## src/rtl/lane_pkg.sv

```systemverilog
package lane_pkg;
  localparam int LANE_BITS = 8;

  typedef enum logic {
    DIR_LOAD  = 1'b0,
    DIR_STORE = 1'b1
  } dir_e;
endpackage

```

## src/rtl/lane_shift_calc.sv

```systemverilog
module lane_shift_calc #(
  parameter int BYTES = 8,
  localparam int OFF_W = $clog2(BYTES)
) (
  input  logic             big_endian,
  input  logic [OFF_W-1:0] addr_off,
  input  logic [OFF_W-1:0] len_code,
  output logic [OFF_W-1:0] shift_bytes,
  output logic             crosses
);
  logic [OFF_W:0] span_end;
  logic [OFF_W:0] be_shift;

  always_comb begin
    span_end = {1'b0, addr_off} + {1'b0, len_code};
    crosses  = span_end > (OFF_W+1)'(BYTES - 1);
    be_shift = (OFF_W+1)'(BYTES - 1) - span_end;
    if (crosses)
      shift_bytes = '0;
    else if (big_endian)
      shift_bytes = be_shift[OFF_W-1:0];
    else
      shift_bytes = addr_off;
  end


  always_comb begin
    if (!crosses)
      lane_fits_chk: assert ({1'b0, shift_bytes} + {1'b0, len_code} <= (OFF_W+1)'(BYTES - 1));
  end
endmodule

```

## src/rtl/lane_barrel.sv

```systemverilog
module lane_barrel #(
  parameter int BYTES = 8,
  localparam int W     = BYTES * lane_pkg::LANE_BITS,
  localparam int OFF_W = $clog2(BYTES)
) (
  input  logic [W-1:0]     din,
  input  logic [OFF_W-1:0] amt,
  input  logic             shift_left,
  output logic [W-1:0]     dout
);
  logic [W-1:0] stage [0:OFF_W];

  assign stage[0] = din;

  for (genvar s = 0; s < OFF_W; s++) begin : g_stage
    localparam int STEP = lane_pkg::LANE_BITS << s;
    always_comb begin
      if (!amt[s])
        stage[s+1] = stage[s];
      else if (shift_left)
        stage[s+1] = stage[s] << STEP;
      else
        stage[s+1] = stage[s] >> STEP;
    end
  end

  assign dout = stage[OFF_W];
endmodule

```

## src/rtl/lane_mask_gen.sv

```systemverilog
module lane_mask_gen #(
  parameter int BYTES = 8,
  localparam int OFF_W = $clog2(BYTES)
) (
  input  logic [OFF_W-1:0] start,
  input  logic [OFF_W-1:0] len_code,
  output logic [BYTES-1:0] mask
);
  logic [OFF_W:0] last;
  assign last = {1'b0, start} + {1'b0, len_code};

  for (genvar i = 0; i < BYTES; i++) begin : g_lane
    localparam logic [OFF_W:0] IDX = (OFF_W+1)'(i);
    assign mask[i] = (IDX >= {1'b0, start}) && (IDX <= last);
  end
endmodule

```

## src/rtl/lane_aligner.sv

```systemverilog
module lane_aligner #(
  parameter int BYTES = 8,
  localparam int W     = BYTES * lane_pkg::LANE_BITS,
  localparam int OFF_W = $clog2(BYTES)
) (
  input  logic             clk,
  input  logic             rst,
  input  logic             req_valid,
  input  logic             req_store,
  input  logic             big_endian,
  input  logic [OFF_W-1:0] addr_off,
  input  logic [OFF_W-1:0] len_code,
  input  logic [W-1:0]     data_in,
  output logic             out_valid,
  output logic [W-1:0]     data_out,
  output logic [BYTES-1:0] byte_en,
  output logic             cross_err
);
  import lane_pkg::*;

  logic [OFF_W-1:0] shift_bytes;
  logic             crosses;
  logic [W-1:0]     shifted;
  logic [BYTES-1:0] lane_mask;
  dir_e             dir;

  assign dir = dir_e'(req_store);

  lane_shift_calc #(.BYTES(BYTES)) u_calc (
    .big_endian (big_endian),
    .addr_off   (addr_off),
    .len_code   (len_code),
    .shift_bytes(shift_bytes),
    .crosses    (crosses)
  );

  lane_barrel #(.BYTES(BYTES)) u_barrel (
    .din       (data_in),
    .amt       (shift_bytes),
    .shift_left(dir == DIR_LOAD),
    .dout      (shifted)
  );

  lane_mask_gen #(.BYTES(BYTES)) u_mask (
    .start   (shift_bytes),
    .len_code(len_code),
    .mask    (lane_mask)
  );

  always_ff @(posedge clk) begin
    if (rst) begin
      out_valid <= 1'b0;
      data_out  <= '0;
      byte_en   <= '0;
      cross_err <= 1'b0;
    end else begin
      out_valid <= req_valid;
      if (req_valid) begin
        cross_err <= crosses;
        data_out  <= crosses ? '0 : shifted;
        byte_en   <= (crosses || dir == DIR_LOAD) ? '0 : lane_mask;
      end
    end
  end


  valid_follows_chk: assert property (@(posedge clk) disable iff (rst)
    req_valid |=> out_valid);


  idle_hold_chk: assert property (@(posedge clk) disable iff (rst)
    !req_valid |=> (!out_valid && $stable(data_out) && $stable(byte_en) && $stable(cross_err)));


  cross_zero_chk: assert property (@(posedge clk) disable iff (rst)
    (req_valid && ({1'b0, addr_off} + {1'b0, len_code} > (OFF_W+1)'(BYTES - 1)))
    |=> (cross_err && data_out == '0 && byte_en == '0));


  store_count_chk: assert property (@(posedge clk) disable iff (rst)
    (req_valid && req_store && ({1'b0, addr_off} + {1'b0, len_code} <= (OFF_W+1)'(BYTES - 1)))
    |=> ($countones(byte_en) == int'($past(len_code)) + 1));


  load_no_en_chk: assert property (@(posedge clk) disable iff (rst)
    (req_valid && !req_store) |=> (byte_en == '0));


  full_pass_chk: assert property (@(posedge clk) disable iff (rst)
    (req_valid && addr_off == '0 && len_code == OFF_W'(BYTES - 1)) |=> (data_out == $past(data_in)));
endmodule

```

## config.mk

```make
export PLATFORM = sky130hd
export DESIGN_NAME = lane_aligner
export DESIGN_NICKNAME = d
export VERILOG_FILES = /design/src/rtl/lane_pkg.sv /design/src/rtl/lane_shift_calc.sv /design/src/rtl/lane_barrel.sv /design/src/rtl/lane_mask_gen.sv /design/src/rtl/lane_aligner.sv
export SDC_FILE = /design/constraint.sdc
export NUM_CORES = 1
export LEC_CHECK = 0
export ABC_AREA = 1
export BUFFER_PORTS_ARGS = -buffer_cell sky130_fd_sc_hd__clkbuf_2
export CORE_MARGIN = 4
export CORE_UTILIZATION = 42
export DETAILED_ROUTE_END_ITERATION = 8
export HOLD_SLACK_MARGIN = 0.1
export PLACE_DENSITY_LB_ADDON = 0.1
export SYNTH_ARGS = -nofsm -noshare
export SYNTH_HDL_FRONTEND = slang
export SYNTH_SLANG_ARGS = --single-unit
```

## constraint.sdc

```tcl
create_clock -name clk -period 8.05 [get_ports clk]
set_input_delay 1.61 -clock clk [delete_from_list [all_inputs] [get_ports clk]]
set_output_delay 1.61 -clock clk [all_outputs]
set_load 0.02 [all_outputs]
```

==> out/metrics.yaml <==
outcome: "complete, no violations"
portBuffers: 148
max_freq_mhz: 208.9
regArea_um2: 1481
cp_max_fo: 32
cp-start-kind: "primary input"
initial_core_util_pct: 42.84
ff2ff_setup_slack_ns: 7.28
synth_top_area_share_pct: 25.69
r2r_start: "data_out[62]"
post-cts-setup-buffers: 0
power_mw: 1.389
setup-violations-final: 0
grt_pass1_vias: 6879
combPwrFrac_pct: 37.0
p_sw_share_pct: 40.24
intPower_mw: 0.8299
finalWeightedCongestion: 1.013
initialDrtViolationCount: 915
arrival_ns: 5.09
postCtsResizedCells: 0
area_growth_syn_to_layout_pct: 17.21
synthCells: 1063
drcViolationCount: 0
vias: 7485
pwr-share-clk_pct: 32.6
synth_edf_count: 0
worstMarginPinSlew_ns: 1.006
critPathMaxStageDelay_ns: 0.65
endpoint_kind: "register"
syn-num-nets: 1146
drt-wirelength-per-cell_um: 17.74
p_sw_mw: 0.5588
r2r_cells: 4
dieArea_um2: 16130
die_h_um: 127.0
yosys-top-cells-area: "nand2_1 26%, dfxtp_1 25%, nand3_1 7.9%"
cts_buffer_depth: 2
p_leak_nw: 3.578
vdd_ir_drop_max_v: 0.0001008
path_clk_slew_ns: 0.06
grt_pass1_wl_um: 36970
root_buffer: "clkbuf_16"
hold_depth: 2
gr-usage-all-layers_pct: 29.05
cts_sinks: 74
fin_tns_setup_ns: 0
rr_endpoint: "data_out[62]"
viasPerCell: 5.565
finClkSkew_ns: 0
synth_top_area_cell: "nand2_1"
ys_warn_count: 0
synth_cell_types: 33
worstPathRequired_ns: 8.35
cts_buffers: 9
pwr-share-seq_pct: 30.3
holdPathEnd: "data_out[21]"
slew_viol_final: 0
rsz0062_at_grt: "no"
fin_crit_ns: 4.787
dominantRegCellSynth: "dfxtp_1"
multi_input_area_um2: 3816
crit_top_cell: "nand2_1"
drt-total-wl_um: 23850
core_um2: 13880
die_w_um: 127.0
htree_levels: 3
synth-seq-cells: 74
yosys.cell_count.top_type: "nand2_1"
diodes: 0
cts_tree: "built"
async_flop_share_pct: 0
num_rows: 43
grt_overflow_total: 0
cts-hold-fix-buffers: 0
crit_slowest_cell: "nand2_1"
synth_common_cells: "407 x nand2_1, 94 x nand3_1, 79 x inv_1"
clock_latency_ns: 0.35
drive_above_1_share_pct: 16.65
fin_crit_sh_pct: 59.46
finalHoldViolCount: 0
synth_area_um2: 5947
grt_max_degree: 76
min_path_type: "reg2reg"
nNetsFinal: 1243
antenna_found_initial: 0
slew_headroom_pct: 32.76
drt-pass1-iter-count: 5
n_fill_cell: 1553
post-dp-hpwl_um: 17040
p_per_area_nw_per_um2: 199.2
ant_nets: 0
syn_avg_cell_area_um2: 5.595
cp_cell_sequence: "clkbuf_2 > ha_1 > inv_1 > fa_1 > xor2_1 > nand2_1 > o21ai_1 > nand2_2 > nand2_1 > inv_1 > buf_4 > nand2_1 > o211ai_1 > nand2_1 > inv_1"
pin_count: 149
yosysSeqAreaShare_pct: 24.91
maxCapViolations: 0
path_class: "in2reg"
hold_start: "data_out[21]"
[worst max-delay path, delay by kind of cell]
family	cells	cell delay (ns)
AOI/OAI and AO/OA	2	0.17
xor gates and xnor gates	1	0.15
adders and majority gates	2	0.56
buffers and inverters	5	1.16
and+or+nand+nor	5	1.39
[layer usage]
| metal | vias up | track usage (%) | wire, um |
|---|---|---|---|
| met5 | - | 0 | 0 |
| met4 | 0 | 10.91 | 675 |
| met3 | 39 | 6.856 | 2406 |
| met2 | 397 | 45.21 | 10630 |
| met1 | 3396 | 39.22 | 10150 |
| li1 | 3653 | - | - |
[power groups by stage]
stage | logic [mW] | clock network, mW | registers (mW)
2_1_floorplan | 0.315 | 0 | 0.461
3_3_place_gp | 0.504 | 0 | 0.428
3_5_place_dp | 0.504 | 0 | 0.428
4_1_cts | 0.506 | 0.459 | 0.420
5_1_grt | 0.567 | 0.475 | 0.424
6_report | 0.514 | 0.453 | 0.421
[metrics by stage]
step                util [%]  cell area [um^2]  std cells  setup slack, ns  hold WS [ns]
floorplan                  -              5947       1063            4.245        0.5450
global placement       47.85              6643       1329            2.992        0.4521
detailed placement     47.85              6643       1329            2.925        0.4581
CTS                    50.22              6970       1345            3.249        0.4671
global route           50.22              6970       1345            3.028        0.4821
finish                 50.22              6970       1345            3.263        0.4627
[worst max path at each step]
stage	from	to	slack, ns	cells after the start
after floorplan	addr_off[0]	byte_en[5]	4.25	19
after global placement	addr_off[0]	data_out[6]	2.99	13
after detailed placement	addr_off[0]	data_out[62]	2.92	15
after CTS	addr_off[0]	data_out[62]	3.25	15
after global routing	addr_off[0]	data_out[53]	3.03	15
final	addr_off[0]	data_out[62]	3.26	15
[cell families (layout without fill, tap and decap cells)]
| family | count (synthesis) | after routing | share of synthesized area (%) |
|---|---|---|---|
| AOI/OAI and AO/OA | 224 | 224 | 20.26 |
| xor gates and xnor gates | 1 | 1 | 0.1473 |
| adders and majority gates | 8 | 8 | 1.809 |
| buffers and inverters | 158 | 260 | 11.05 |
| DFF | 74 | 74 | 24.91 |
| muxes | 3 | 3 | 0.5050 |
| and+or+nand+nor | 595 | 595 | 41.32 |
[layout make-up]
cell class                 instances  share of cell area, %
tap                              180                  3.231
clock inverter                     6                  1.274
sequential                        74                  21.25
timing repair buffer             153                  11.16
clock buffer                      10                  3.428
multi-input combinational        831                  54.75
inverter                          91                  4.900
[layout by cell type, fill, tap and decap left out, drive strengths merged]
cell,netlist,layout
o211ai,23,23
nand2,410,410
inv,90,91
clkinv,1,2
nand3,94,94
dfxtp,74,74
a22oi,3,3
a31oi,4,4
nand3b,1,1
nand4,8,8
bufinv,0,2
buf,34,5
a21oi,67,67
clkinvlp,0,2
clkbuf,33,158
nor2,68,68
ha,7,7
mux2i,3,3
o21ai,119,119
or2,6,6
xor2,1,1
o22ai,8,8
fa,1,1
nor3,8,8
[sequential cells by signal, indices dropped and copies added (netlist names)]
register,flops
byte_en,8
out_valid,1
data_out,64
cross_err,1
(Power assumes the default switching activity.)
